`src/rtl/svas_pkg.sv`:
```
package svas_pkg;
  typedef enum logic {
    SEQ_IDLE = 1'b0,
    SEQ_RUN  = 1'b1
  } seq_state_e;
endpackage

```
`src/rtl/svas_addr_step.sv`:
```
// One operand's register number: loaded from a base, then stepped
// inside its bank, with the bank bits held.
module svas_addr_step #(
  parameter int REG_W = 5,
  parameter int IDX_W = 3
) (
  input  logic             clk,
  input  logic             rst_n,
  input  logic             load_i,
  input  logic             adv_i,
  input  logic [REG_W-1:0] base_i,
  input  logic [IDX_W-1:0] step_i,
  output logic [REG_W-1:0] addr_o
);
  localparam int BANK_W = REG_W - IDX_W;

  logic [REG_W-1:0] addr_q, addr_d;
  logic             addr_en;
  logic [IDX_W-1:0] idx_next;

  always_comb begin
    idx_next = addr_q[IDX_W-1:0] + step_i;
    addr_en  = load_i | adv_i;
    if (load_i) addr_d = base_i;
    else        addr_d = {addr_q[REG_W-1:IDX_W], idx_next};
  end

  always_ff @(posedge clk or negedge rst_n) begin
    if (!rst_n)       addr_q <= '0;
    else if (addr_en) addr_q <= addr_d;
  end

  assign addr_o = addr_q;

  // bank bits survive a step
  p_bank_kept_r4: assert property (@(posedge clk) disable iff (!rst_n)
    (adv_i && !load_i) |=> (addr_o[REG_W-1:IDX_W] == $past(addr_o[REG_W-1:IDX_W])));

  initial begin
    if (BANK_W < 1) $error("svas_addr_step: REG_W must exceed IDX_W");
  end
endmodule

```
`src/rtl/svas_iter_ctrl.sv`:
```
// Iteration counter and run state.
module svas_iter_ctrl #(
  parameter int LEN_W = 3
) (
  input  logic             clk,
  input  logic             rst_n,
  input  logic             start_i,
  input  logic [LEN_W-1:0] len_i,
  output logic             idle_o,
  output logic             valid_o,
  output logic             last_o,
  output logic             load_o,
  output logic             adv_o
);
  import svas_pkg::*;

  seq_state_e       state_q, state_d;
  logic [LEN_W-1:0] cnt_q, cnt_d, len_q;
  logic             cnt_en;

  always_comb begin
    idle_o  = (state_q == SEQ_IDLE);
    valid_o = (state_q == SEQ_RUN);
    last_o  = valid_o && (cnt_q == len_q);
    load_o  = idle_o && start_i;
    adv_o   = valid_o && !last_o;
    state_d = state_q;
    cnt_d   = cnt_q;
    cnt_en  = load_o | adv_o;
    if (load_o) begin
      state_d = SEQ_RUN;
      cnt_d   = '0;
    end else if (adv_o) begin
      cnt_d   = cnt_q + LEN_W'(1);
    end else if (last_o) begin
      state_d = SEQ_IDLE;
    end
  end

  always_ff @(posedge clk or negedge rst_n) begin
    if (!rst_n) state_q <= SEQ_IDLE;
    else        state_q <= state_d;
  end

  always_ff @(posedge clk or negedge rst_n) begin
    if (!rst_n)      cnt_q <= '0;
    else if (cnt_en) cnt_q <= cnt_d;
  end

  always_ff @(posedge clk or negedge rst_n) begin
    if (!rst_n)      len_q <= '0;
    else if (load_o) len_q <= len_i;
  end

  // no gap inside a vector
  p_no_gap_r6: assert property (@(posedge clk) disable iff (!rst_n)
    (valid_o && !last_o) |=> valid_o);
  // idle right after the final iteration
  p_last_then_idle_r6: assert property (@(posedge clk) disable iff (!rst_n)
    (valid_o && last_o) |=> (idle_o && !valid_o));
  // last only with a valid iteration
  p_last_valid_r3: assert property (@(posedge clk) disable iff (!rst_n)
    last_o |-> valid_o);
  // scalar start yields a single final iteration
  p_scalar_r8: assert property (@(posedge clk) disable iff (!rst_n)
    (start_i && idle_o && (len_i == '0)) |=> (valid_o && last_o));
  // captured length held through a run
  p_len_hold_r11: assert property (@(posedge clk) disable iff (!rst_n)
    (valid_o && !last_o) |=> $stable(len_q));
endmodule

```
`src/rtl/svas_reg_mask.sv`:
```
// Decodes a set of register numbers into one bit mask, gated by enable.
module svas_reg_mask #(
  parameter int REG_W = 5,
  parameter int N_IN  = 2
) (
  input  logic                       en_i,
  input  logic [N_IN-1:0][REG_W-1:0] addr_i,
  output logic [(1<<REG_W)-1:0]      mask_o
);
  localparam int NREG = 1 << REG_W;

  logic [N_IN-1:0][NREG-1:0] onehot;

  for (genvar g = 0; g < N_IN; g++) begin : g_dec
    assign onehot[g] = en_i ? (NREG'(1) << addr_i[g]) : '0;
  end

  always_comb begin
    mask_o = '0;
    for (int i = 0; i < N_IN; i++) mask_o = mask_o | onehot[i];
  end

  // a mask is empty when disabled and holds 1..N_IN bits when enabled
  always_comb begin
    if (!en_i) a_mask_empty_r9: assert (mask_o == '0);
    else       a_mask_count_r10: assert (($countones(mask_o) >= 1) && ($countones(mask_o) <= N_IN));
  end
endmodule

```
`src/rtl/svas_seq.sv`:
```
module svas_seq #(
  parameter int REG_W    = 5,
  parameter int IDX_W    = 3,
  parameter int LEN_W    = 3,
  parameter int STRIDE_W = 2
) (
  input  logic                  clk,
  input  logic                  rst_n,
  input  logic                  start_i,
  input  logic [REG_W-1:0]      dst_base_i,
  input  logic [REG_W-1:0]      srca_base_i,
  input  logic [REG_W-1:0]      srcb_base_i,
  input  logic [LEN_W-1:0]      len_i,
  input  logic [STRIDE_W-1:0]   stride_i,
  output logic                  idle_o,
  output logic                  valid_o,
  output logic                  last_o,
  output logic [REG_W-1:0]      dst_o,
  output logic [REG_W-1:0]      srca_o,
  output logic [REG_W-1:0]      srcb_o,
  output logic [(1<<REG_W)-1:0] lock_dst_o,
  output logic [(1<<REG_W)-1:0] rel_src_o
);
  localparam int NREG  = 1 << REG_W;
  localparam int N_OPS = 3;

  logic                        load, adv;
  logic [STRIDE_W-1:0]         stride_q;
  logic [IDX_W-1:0]            step;
  logic [N_OPS-1:0][REG_W-1:0] bases, addrs;

  svas_iter_ctrl #(.LEN_W(LEN_W)) u_ctrl (
    .clk     (clk),
    .rst_n   (rst_n),
    .start_i (start_i),
    .len_i   (len_i),
    .idle_o  (idle_o),
    .valid_o (valid_o),
    .last_o  (last_o),
    .load_o  (load),
    .adv_o   (adv)
  );

  always_ff @(posedge clk or negedge rst_n) begin
    if (!rst_n)    stride_q <= '0;
    else if (load) stride_q <= stride_i;
  end

  assign step  = IDX_W'(stride_q) + IDX_W'(1);
  assign bases = {srcb_base_i, srca_base_i, dst_base_i};

  for (genvar g = 0; g < N_OPS; g++) begin : g_op
    svas_addr_step #(.REG_W(REG_W), .IDX_W(IDX_W)) u_step (
      .clk    (clk),
      .rst_n  (rst_n),
      .load_i (load),
      .adv_i  (adv),
      .base_i (bases[g]),
      .step_i (step),
      .addr_o (addrs[g])
    );
  end

  assign dst_o  = addrs[0];
  assign srca_o = addrs[1];
  assign srcb_o = addrs[2];

  svas_reg_mask #(.REG_W(REG_W), .N_IN(1)) u_lock (
    .en_i   (valid_o),
    .addr_i (addrs[0:0]),
    .mask_o (lock_dst_o)
  );

  svas_reg_mask #(.REG_W(REG_W), .N_IN(2)) u_rel (
    .en_i   (valid_o),
    .addr_i (addrs[2:1]),
    .mask_o (rel_src_o)
  );

  // first iteration carries the bases
  p_first_iter_r2: assert property (@(posedge clk) disable iff (!rst_n)
    (start_i && idle_o) |=> (valid_o && (dst_o == $past(dst_base_i))
                             && (srca_o == $past(srca_base_i))));
  // lock covers the current destination only
  p_lock_dst_r10: assert property (@(posedge clk) disable iff (!rst_n)
    valid_o |-> ($onehot0(lock_dst_o) && lock_dst_o[dst_o]));
  // release covers both current sources
  p_release_src_r9: assert property (@(posedge clk) disable iff (!rst_n)
    valid_o |-> (rel_src_o[srca_o] && rel_src_o[srcb_o]));
  // a busy start leaves the destination stepping unchanged
  p_busy_start_r7: assert property (@(posedge clk) disable iff (!rst_n)
    (start_i && valid_o && !last_o) |=> (dst_o[REG_W-1:IDX_W] == $past(dst_o[REG_W-1:IDX_W])));
  // masks empty in idle
  p_idle_quiet_r1: assert property (@(posedge clk) disable iff (!rst_n)
    idle_o |-> (!valid_o && (rel_src_o == '0) && (lock_dst_o == '0)));

  initial begin
    if (NREG > 1024) $error("svas_seq: register file too wide");
  end
endmodule

```
`config.mk`:
```
export PLATFORM = sky130hd
export DESIGN_NAME = svas_seq
export DESIGN_NICKNAME = d
export VERILOG_FILES = /design/src/rtl/svas_pkg.sv /design/src/rtl/svas_addr_step.sv /design/src/rtl/svas_iter_ctrl.sv /design/src/rtl/svas_reg_mask.sv /design/src/rtl/svas_seq.sv
export SDC_FILE = /design/constraint.sdc
export NUM_CORES = 1
export LEC_CHECK = 0
export BUFFER_PORTS_ARGS = -buffer_cell sky130_fd_sc_hd__buf_4
export CAP_MARGIN = 20
export CORE_UTILIZATION = 40
export DETAILED_ROUTE_END_ITERATION = 10
export HOLD_SLACK_MARGIN = 0.08
export PLACE_DENSITY_LB_ADDON = 0.25
export SYNTH_ARGS = -nofsm -noshare
export SYNTH_HDL_FRONTEND = slang
export SYNTH_SLANG_ARGS = --single-unit
```
`constraint.sdc`:
```
create_clock -name clk -period 3.4 [get_ports clk]
set_input_delay 0.17 -clock clk [delete_from_list [all_inputs] [get_ports clk]]
set_output_delay 0.17 -clock clk [all_outputs]
set_load 0.01 [all_outputs]
```
==> results by group, run 1 <==
Critical path
  • Startpoint of the most critical setup path: u_ctrl.valid_o$_DFFE_PN0P_
  • Crit path cell chain: inv_1 -> buf_4 -> nor2_1 -> nand3_1 -> nor2_1 -> buf_4
  • Signal arrival time at the worst endpoint: 2310 ps
  • Depth of the most critical reg-to-reg path: 7
  • Kind of cell adding the most delay to the critical path: buffers and inverters
  • FF-to-FF End: g_op[2].u_step.addr_o[2]$_DFFE_PN0P_
  • Critical Path End Type: primary output
  • Startpoint Class: flip-flop
  • Setup slack on the worst flop-to-flop path: 1480 ps
  • Slowest stage cell on the critical path: dfrtp_1
  • Largest stage delay on the critical path: 690 ps
  • Logic depth of the worst setup path including buffers: 6
  • WS Path Type: reg -> out
  • Reg-to-reg critical path startpoint: g_op[2].u_step.addr_o[0]$_DFFE_PN0P_
  • Largest fanout of any net on the critical path: 20
  • Required time of the critical path: 3230 ps
  • End point of the critical path: lock_dst_o[26]
  • Buffer and inverter count on the worst path: 3

Final layout
  • Multi-input gate area: 1460 sq um
  • Synthesis-to-finish area growth: 40.3%
  • Nets@finish: 403
  • Most common library cell in the layout ignoring fill and taps: buf_4
  • Antenna cells: 0
  • Fraction of layout instances using a drive strength above 1: 0.358
  • Utilization after layout: 0.592
  • Post-layout instance area: 3060 sq um
  • FF+latch area: 601 sq um
  • Fillers: 488
  • Leading cell types in the layout, fill and taps excluded: buf_4, nor2_1, o22a_1, dfrtp_1, nand2_1

STA
  • RSZ-0062 raised after global routing: no
  • Hold violation count in the final report: 0
  • Maximum frequency from static timing analysis: 403 MHz
  • Worst Skew: 3.12 ps
  • Final Max Slew Viols: 0
  • Number of failing setup endpoints in the final timing report: 0
  • Worst Max-Slew Pin Slew: 535 ps
  • Min setup slack post-route: 919 ps
  • Final cycle utilization of the critical path: 0.730
  • Sum of negative setup slack: 0 ps
  • Relative slew slack: 0.643
  • Final min period: 2480 ps

Clocking
  • TritonCTS buffer count: 3
  • Number of H-tree levels: 1
  • CTS tree: yes
  • Maximum number of buffers from clock root to sink: 2
  • Sink Count: 24
  • Post-cts sizing count: 0
  • Cell chosen for the clock root: clkbuf_8
  • Reg clk slew, reported paths: 90 ps
  • Clock latency reported for the late side of the worst-skew pair: 280 ps

Yosys
  • Multiplexer share of the synthesized area: 0.102
  • Average cell area after synthesis: 7.82 sq um
  • Sequential-to-total area share from yosys stat: 0.275
  • Post-synthesis xor/xnor area fraction: 0.0436
  • Post-synthesis simple-gate area fraction: 0.278
  • Post-synthesis share of cell area spent on full adders, half adders and majority gates: 0.0562
  • Number of synthesized register bits: 24
  • Combinational family with the most area after synthesis: simple AND/OR/NAND/NOR gates
  • Instance count of the mapped netlist: 279
  • Synthesized cell area: 2180 sq um
  • Area fraction in compound gates after synthesis: 0.187
  • Count of different cell masters after synthesis: 37
  • Synth warnings: 0
  • Syn_nets: 310

Global route
  • Vias in the first global route: 2025
  • Initial antenna violation count: 0
  • Global-route wire length before repair: 9460 um
  • Maximum number of pins on one net before global-route repair: 25
  • Total overflow reported by the global router: 0
  • Total Routing Usage GR: 0.219

Power and ir drop
  • Internal portion of total power: 1.62 mW
  • Net switching share of the total power: 0.481
  • Power density normalized to cell area: 1020 nW/um^2
  • Leakage power: 1.50 nW
  • Clock network power share: 0.083
  • Switching power total: 1.50 mW
  • Combinational fraction of design power: 0.689
  • Part of the power in registers: 0.228
  • Overall Power: 3.12 mW
  • Worst ir drop on vdd: 0.591 mV

Floorplan
  • Number of rows created at floorplan: 26
  • Core ar.: 5170 sq um
  • Effective utilization at floorplan: 0.422
  • Die X: 75.9 um
  • Die Area: 5750 sq um
  • I/O pin count: 105
  • Overall die height: 75.9 um

Routing
  • Final Routed Wirelength: 6500 um
  • Initial DRC count: 116
  • Final routed wire length divided by cell count: 14.7 um
  • Count of unresolved DRC violations after routing: 0
  • Total via count in the routed design: 2382
  • Count of TritonRoute iterations in the first routing pass: 4
  • Post-DRT Antenna Nets: 0
  • Avg Vias per Cell: 5.40

Placement
  • Final weighted congestion in routability-driven placement: 0.922
  • Dpl hpwl: 4920 um
  • Instance area after placement: 2980 sq um
  • Input/output buffers: 104
  • Worst slack at placement: 1240 ps

Hold path
  • Min-Delay Path Class: in -> reg

Outcome
  • Run status: completed

Flow run
  • Total of max-cap violations: 0
[state kept, by name, indices dropped and copies added, names as in the netlist]
| name | flops |
|---|---|
| g_op.u_step.addr_o | 15 |
| u_ctrl.cnt_q | 3 |
| u_ctrl.len_q | 3 |
| stride_q | 2 |
| u_ctrl.valid_o | 1 |
[worst reg2reg max path, stage by stage (launching register included)]
cell and delay (ps):
dfrtp_1 560, ha_1 210, inv_1 50, fa_1 370, xor2_1 150, a31oi_1 220, xnor2_1 150, a21oi_1 90
[synth_stat cells, drive strengths merged]
library cell	instances	area, sq um
o22a	25	220
nand3b	2	15.0
ha	5	62.6
mux2i	11	110
nand2b	6	37.5
o22ai	7	43.8
a31oi	3	18.8
a21oi	6	30.0
nor2	69	262
o211a	1	10.0
nand3	11	60.1
xor2	3	26.3
nand4	1	6.26
o21ai	5	25.0
xnor2	7	68.8
dfrtp	24	601
clkbuf	15	56.3
or2	5	31.3
and2	7	43.8
nand2	19	71.3
and2b	1	7.51
nor2b	7	43.8
inv	11	41.3
fa	3	60.1
mux2	10	113
a21o	3	22.5
a211oi	5	37.5
buf	4	28.8
or3	3	28.8
[metal layers]
metal  track usage  share of wire  vias up
met5             0              0        -
met4        0.0617         0.0065        0
met3        0.0476          0.065        4
met2         0.358           0.49       86
met1         0.292           0.44     1159
li1              -              -     1133
[layout make-up]
type / count / share of cell area
flip-flops and latches: 24 / 0.196
clock inverters: 1 / 0.00981
inverters: 11 / 0.0135
multi-input cells: 225 / 0.475
well taps: 70 / 0.0286
clock buffers: 3 / 0.0135
repair buffers: 107 / 0.263
[cells by family (layout without fill, tap and decap cells)]
family	count (synthesis)	in the layout
simple gates	131	131
fa+ha+maj	8	8
flops	24	24
compound gates	55	55
buf+inv	30	122
xor+xnor	10	10
mux	21	21
[worst min-delay path by stage]
stage / startpoint / end / slack (ps) / cells past startpoint
detailed placement: rst_n / g_op[2].u_step.addr_o[1]$_DFFE_PN0P_ / 90 / 1
global route: dst_base_i[3] / g_op[0].u_step.addr_o[3]$_DFFE_PN0P_ / 110 / 2
global placement: rst_n / g_op[2].u_step.addr_o[1]$_DFFE_PN0P_ / 90 / 1
finish: stride_i[0] / stride_q[0]$_DFFE_PN0P_ / 100 / 3
CTS: stride_i[0] / stride_q[0]$_DFFE_PN0P_ / 110 / 3
floorplan: rst_n / g_op[0].u_step.addr_o[0]$_DFFE_PN0P_ / -130 / 0
[stage by stage]
stage               hold slack [ps]  cells
detailed placement             89.8    436
floorplan                      -126    279
global placement               87.6    436
CTS                             108    441
global route                    107    441
finish                          102    441
[power groups by stage]
stage	Sequential [mW]	Clock [mW]	Combinational, mW
after floorplan	0.644	0	1.50
after global placement	0.702	0	2.10
after detailed placement	0.713	0	2.14
after CTS	0.707	0.261	2.16
after global routing	0.743	0.272	2.37
final	0.712	0.258	2.15
[what timing repair did]
action | in CTS | in global routing
hold endpoints to repair | 24 | 0
hold buffers | 1 | 0
buffers inserted | 0 | 0
No activity file was read; power rests on OpenSTA's default activity.
==> inputs of run 2 (changes only) <==
- clock period: 3.4 -> 2.05 ns (I/O delays scaled with it)
==> run 2 against run 1 <==
  * Cell count increased by 3.6%
  * Power increased by 69%
  * Non-clock buffer count increased by 16
  * Combinational power increased by 75%
  * Hold slack improved by 11 ps
  * Via count increased by 1.3%
  * Cell area increased by 4.8%
  * Critical path depth decreased by 2
  * Clock power increased by 62%
==> results by group, run 2 (synthesis results as in run 1) <==
Critical path
  • Reg-to-reg critical path startpoint: stride_q[0]$_DFFE_PN0P_
  • Required time of the critical path: 1950 ps
  • Startpoint Class: flip-flop
  • Startpoint of the most critical setup path: u_ctrl.len_q[2]$_DFFE_PN0P_
  • Largest stage delay on the critical path: 410 ps
  • Signal arrival time at the worst endpoint: 1810 ps
  • Buffer and inverter count on the worst path: 1
  • Largest fanout of any net on the critical path: 9
  • Critical Path End Type: primary output
  • FF-to-FF End: g_op[0].u_step.addr_o[2]$_DFFE_PN0P_
  • Kind of cell adding the most delay to the critical path: simple AND/OR/NAND/NOR gates
  • WS Path Type: reg -> out
  • Crit path cell chain: xnor2_1 -> nand3_2 -> nor2_1 -> buf_4
  • Setup slack on the worst flop-to-flop path: 180 ps
  • Slowest stage cell on the critical path: dfrtp_1
  • Depth of the most critical reg-to-reg path: 7

Global route
  • M1 GR Usage: 0.314
  • Total Routing Usage GR: 0.230
  • Initial antenna violation count: 0
  • Total overflow reported by the global router: 0
  • Busiest metal layer after global routing: met2
  • Global-route wire length before repair: 9960 um
  • Grt met3 use: 0.0384
  • Met2 routing resource usage after global routing: 0.376
  • Vias in the first global route: 2137
  • Maximum number of pins on one net before global-route repair: 25

Clocking
  • Cell chosen for the clock root: clkbuf_8
  • Reg clk slew, reported paths: 90 ps
  • CTS tree: yes
  • TritonCTS buffer count: 3
  • Number of hold buffers added after cts: 12
  • Number of H-tree levels: 1
  • Sink Count: 24
  • Post-cts sizing count: 0
  • Maximum number of buffers from clock root to sink: 2
  • Buffer count from post-CTS setup fixing: 0
  • Clock latency reported for the late side of the worst-skew pair: 270 ps

STA
  • RSZ-0062 raised after global routing: no
  • Worst Skew: 6.55 ps
  • Final Max Slew Viols: 0
  • Min setup slack post-route: 139 ps
  • Relative slew slack: 0.665
  • Number of failing setup endpoints in the final timing report: 0
  • Sum of negative setup slack: 0 ps
  • Maximum frequency from static timing analysis: 523 MHz
  • Final min period: 1910 ps
  • Worst Max-Slew Pin Slew: 502 ps
  • Hold violation count in the final report: 0
  • Final cycle utilization of the critical path: 0.932

Final layout
  • Most common library cell in the layout ignoring fill and taps: buf_4
  • Leading cell types in the layout, fill and taps excluded: buf_4, nor2_1, o22a_1, dfrtp_1, nand2_1
  • Fillers: 474
  • Flip-flop count of the largest register after layout: 15
  • Fraction of layout instances using a drive strength above 1: 0.357
  • Synthesis-to-finish area growth: 47.1%
  • Nets@finish: 419
  • Antenna cells: 0

Hold path
  • Count of cells along the worst hold path: 3
  • Min-Delay Path Class: in -> reg
  • Worst Min Path Start: srcb_base_i[0]
  • Endpoint of the worst hold-timing path: g_op[2].u_step.addr_o[0]$_DFFE_PN0P_

Routing
  • Final Routed Wirelength: 6640 um
  • Total via count in the routed design: 2412
  • Final routed wire length divided by cell count: 14.5 um
  • Post-DRT Antenna Nets: 0
  • Count of unresolved DRC violations after routing: 0
  • Avg Vias per Cell: 5.28
  • Initial DRC count: 111
  • Count of TritonRoute iterations in the first routing pass: 4

Placement
  • Final weighted congestion in routability-driven placement: 0.935
  • Worst slack at placement: 196 ps
  • Input/output buffers: 104
  • Dpl hpwl: 4990 um

Floorplan
  • Die Area: 5750 sq um
  • Overall die height: 75.9 um
  • Die X: 75.9 um
  • Core ar.: 5170 sq um
  • I/O pin count: 105
  • Number of rows created at floorplan: 26
  • Effective utilization at floorplan: 0.422

Power and ir drop
  • Overall Power: 5.28 mW
  • Worst ir drop on vdd: 0.957 mV
  • Leakage power: 1.57 nW
  • Power density normalized to cell area: 1650 nW/um^2

Outcome
  • Run status: completed

Flow run
  • Total of max-cap violations: 0
-- run 2: through the flow --
| stage | util | cells | hold slack [ps] | instance area (sq um) |
|---|---|---|---|---|
| finish | 0.620 | 457 | 113 | 3210 |
| global route | 0.620 | 457 | 110 | 3210 |
| CTS | 0.620 | 457 | 111 | 3210 |
| detailed placement | 0.583 | 441 | 24.3 | 3020 |
| global placement | 0.583 | 441 | 19.9 | 3020 |
| floorplan | - | 279 | -193 | 2180 |
-- run 2: final cells by class --
type | instances | area, sq um | share of cell area
Clock buffer | 3 | 41.3 | 0.0129
Clock inverter | 1 | 30.0 | 0.00936
Inverter | 11 | 41.3 | 0.0129
Multi-Input combinational cell | 225 | 1460 | 0.453
Sequential cell | 24 | 601 | 0.187
Tap cell | 70 | 87.6 | 0.0273
Timing Repair Buffer | 123 | 953 | 0.297
-- run 2: power by group --
group | total [mW] | switching [mW] | internal, mW
registers | 1.10 | 0.365 | 0.735
logic | 3.76 | 1.99 | 1.78
clock network | 0.419 | 0.158 | 0.261
total | 5.28 | 2.51 | 2.77
-- run 2: routing by layer --
layer / vias to the layer above / part of all wire / wire length, um
met3: 8 / 0.059 / 394
met4: 0 / 0.010 / 67
met5: - / 0 / 0
met2: 79 / 0.49 / 3250
met1: 1153 / 0.44 / 2930
li1: 1172 / - / -
-- run 2: worst register-to-register path, delay by kind of cell (launching register included) --
kind / cells / cell delay (ps)
XOR/XNOR: 2 / 300
buffers and inverters: 1 / 100
adder cells (fa/ha/maj): 2 / 690
AO/OA/AOI/OAI: 2 / 270
flip-flops: 1 / 390
-- run 2: worst max-delay path by stage --
stage | endpoint | slack (ps) | cells after the start
finish | last_o | 140 | 4
detailed placement | g_op[1].u_step.addr_o[2]$_DFFE_PN0P_ | 200 | 7
global placement | g_op[1].u_step.addr_o[2]$_DFFE_PN0P_ | 260 | 7
floorplan | g_op[2].u_step.addr_o[2]$_DFFE_PN0P_ | 300 | 7
global route | last_o | 9 | 4
CTS | last_o | 110 | 4
==> inputs of run 3 (changes only) <==
- CORE_UTILIZATION: 40 -> 30
- REMOVE_ABC_BUFFERS: default -> 1
==> run 3 against run 2 <==
  * Sequential cell count unchanged
  * Cell count up 5.9%
  * Critical path type unchanged
  * Power is 2.7% lower
  * Register-to-register slack gained 30 ps
  * Via count down 2.0%
  * Sequential power down 4%
  * Non-clock buffer count increased by 2
==> results by group, run 3 (synthesis results as in run 1) <==
Final layout
  • Most common library cell in the layout ignoring fill and taps: buf_4
  • Leading cell types in the layout, fill and taps excluded: buf_4, nor2_1, o22a_1, dfrtp_1, nand2_1
  • Antenna cells: 0
  • Fraction of layout instances using a drive strength above 1: 0.358
  • Flip-flop count of the largest register after layout: 15
  • Synthesis-to-finish area growth: 47.9%
  • Utilization after layout: 0.467
  • Nets@finish: 421

Hold path
  • Min-Delay Path Class: in -> reg

STA
  • Maximum frequency from static timing analysis: 511 MHz
  • Relative slew slack: 0.656
  • Number of failing setup endpoints in the final timing report: 0
  • Final min period: 1960 ps
  • Fin Hold WS: 114 ps
  • Worst Max-Slew Pin Slew: 516 ps
  • Final cycle utilization of the critical path: 0.954
  • RSZ-0062 raised after global routing: no
  • Sum of negative setup slack: 0 ps
  • Final Max Slew Viols: 0
  • Worst Skew: 5.15 ps
  • Hold violation count in the final report: 0

Placement
  • Dpl hpwl: 5060 um
  • Input/output buffers: 104
  • Final weighted congestion in routability-driven placement: 0.895

Global route
  • Maximum number of pins on one net before global-route repair: 25
  • Vias in the first global route: 2065
  • Initial antenna violation count: 0
  • Global-route wire length before repair: 10100 um
  • Total Routing Usage GR: 0.167
  • Total overflow reported by the global router: 0

Routing
  • Final routed wire length divided by cell count: 13.7 um
  • Total via count in the routed design: 2364
  • Final Routed Wirelength: 6640 um
  • Count of TritonRoute iterations in the first routing pass: 4
  • Avg Vias per Cell: 4.88
  • Count of unresolved DRC violations after routing: 0
  • Initial DRC count: 124
  • Post-DRT Antenna Nets: 0

Floorplan
  • I/O pin count: 105
  • Die Area: 7620 sq um
  • Effective utilization at floorplan: 0.316
  • Core ar.: 6910 sq um
  • Number of rows created at floorplan: 30
  • Die X: 87.3 um
  • Overall die height: 87.3 um

Critical path
  • Startpoint Class: flip-flop
  • Largest fanout of any net on the critical path: 9
  • Critical Path End Type: primary output
  • Signal arrival time at the worst endpoint: 1850 ps
  • Largest stage delay on the critical path: 420 ps
  • Slowest stage cell on the critical path: xnor2_1
  • Crit path cell chain: xnor2_1 -> nand3_2 -> nor2_1 -> buf_4
  • Required time of the critical path: 1950 ps
  • WS Path Type: reg -> out

Clocking
  • Post-cts sizing count: 0
  • Number of H-tree levels: 1
  • Sink Count: 24
  • Maximum number of buffers from clock root to sink: 2
  • Clock latency reported for the late side of the worst-skew pair: 270 ps
  • Cell chosen for the clock root: clkbuf_8
  • Reg clk slew, reported paths: 80 ps
  • CTS tree: yes
  • TritonCTS buffer count: 3

Outcome
  • Run status: completed

Power and ir drop
  • Worst ir drop on vdd: 0.681 mV
  • Power density normalized to cell area: 1590 nW/um^2
  • Leakage power: 1.56 nW

Flow run
  • Total of max-cap violations: 0
## run 3: cell types whose count changed in the layout (fill, tap and decap cells not counted), sizes merged
cell	change
buf	+2
bufinv	-1
## run 3: path summary, 6_finish.rpt
path	from	end	slack (ps)	cells after the start
max	u_ctrl.len_q[2]$_DFFE_PN0P_	last_o	90	4
min	srca_base_i[2]	g_op[1].u_step.addr_o[2]$_DFFE_PN0P_	110	3
max reg2reg	stride_q[0]$_DFFE_PN0P_	g_op[1].u_step.addr_o[2]$_DFFE_PN0P_	210	7
min reg2reg	stride_q[1]$_DFFE_PN0P_	stride_q[1]$_DFFE_PN0P_	530	1
max in group asynchronous	rst_n	g_op[1].u_step.addr_o[0]$_DFFE_PN0P_	1520	2
min in group asynchronous	rst_n	g_op[2].u_step.addr_o[2]$_DFFE_PN0P_	270	2
## run 3: area by class of cell
class	instances	area, sq um
flip-flops and latches	24	601
fillers	739	3680
clock buffers	3	41.3
repair buffers	125	968
well taps	96	120
multi-input cells	225	1460
inverters	11	41.3
## run 3: layer usage
layer | vias to the layer above | GRT usage | share of wire
met5 | - | 0 | 0
met2 | 89 | 0.273 | 0.46
li1 | 1180 | - | -
met4 | 0 | 0.0283 | 0.0071
met3 | 7 | 0.0294 | 0.074
met1 | 1088 | 0.233 | 0.46
## run 3: metrics by stage
step                total power [mW]  instances  cell area [sq um]  worst slack (ps)
floorplan                       3.44        260               2100             -49.5
global placement                4.80        469               3070               249
detailed placement              4.85        469               3070               217
CTS                             5.16        484               3230              96.7
global route                    5.63        484               3230              6.87
finish                          5.14        484               3230              94.8
## run 3: where the power goes
group / internal (mW) / switching [mW]
registers: 0.735 / 0.323
clock network: 0.132 / 0.150
logic: 1.80 / 2.00
total: 2.67 / 2.47
## run 3: worst max-delay path, delay by kind of cell, from the launching register on
family	cells	cell delay, ps
AND/OR/NAND/NOR	2	600
XOR/XNOR	1	420
flip-flops	1	410
buffers and inverters	1	150
## run 3: what timing repair did
item	in CTS	in global routing
endpoints found under the hold margin	35	0
hold buffers	12	0
buffers inserted	0	0
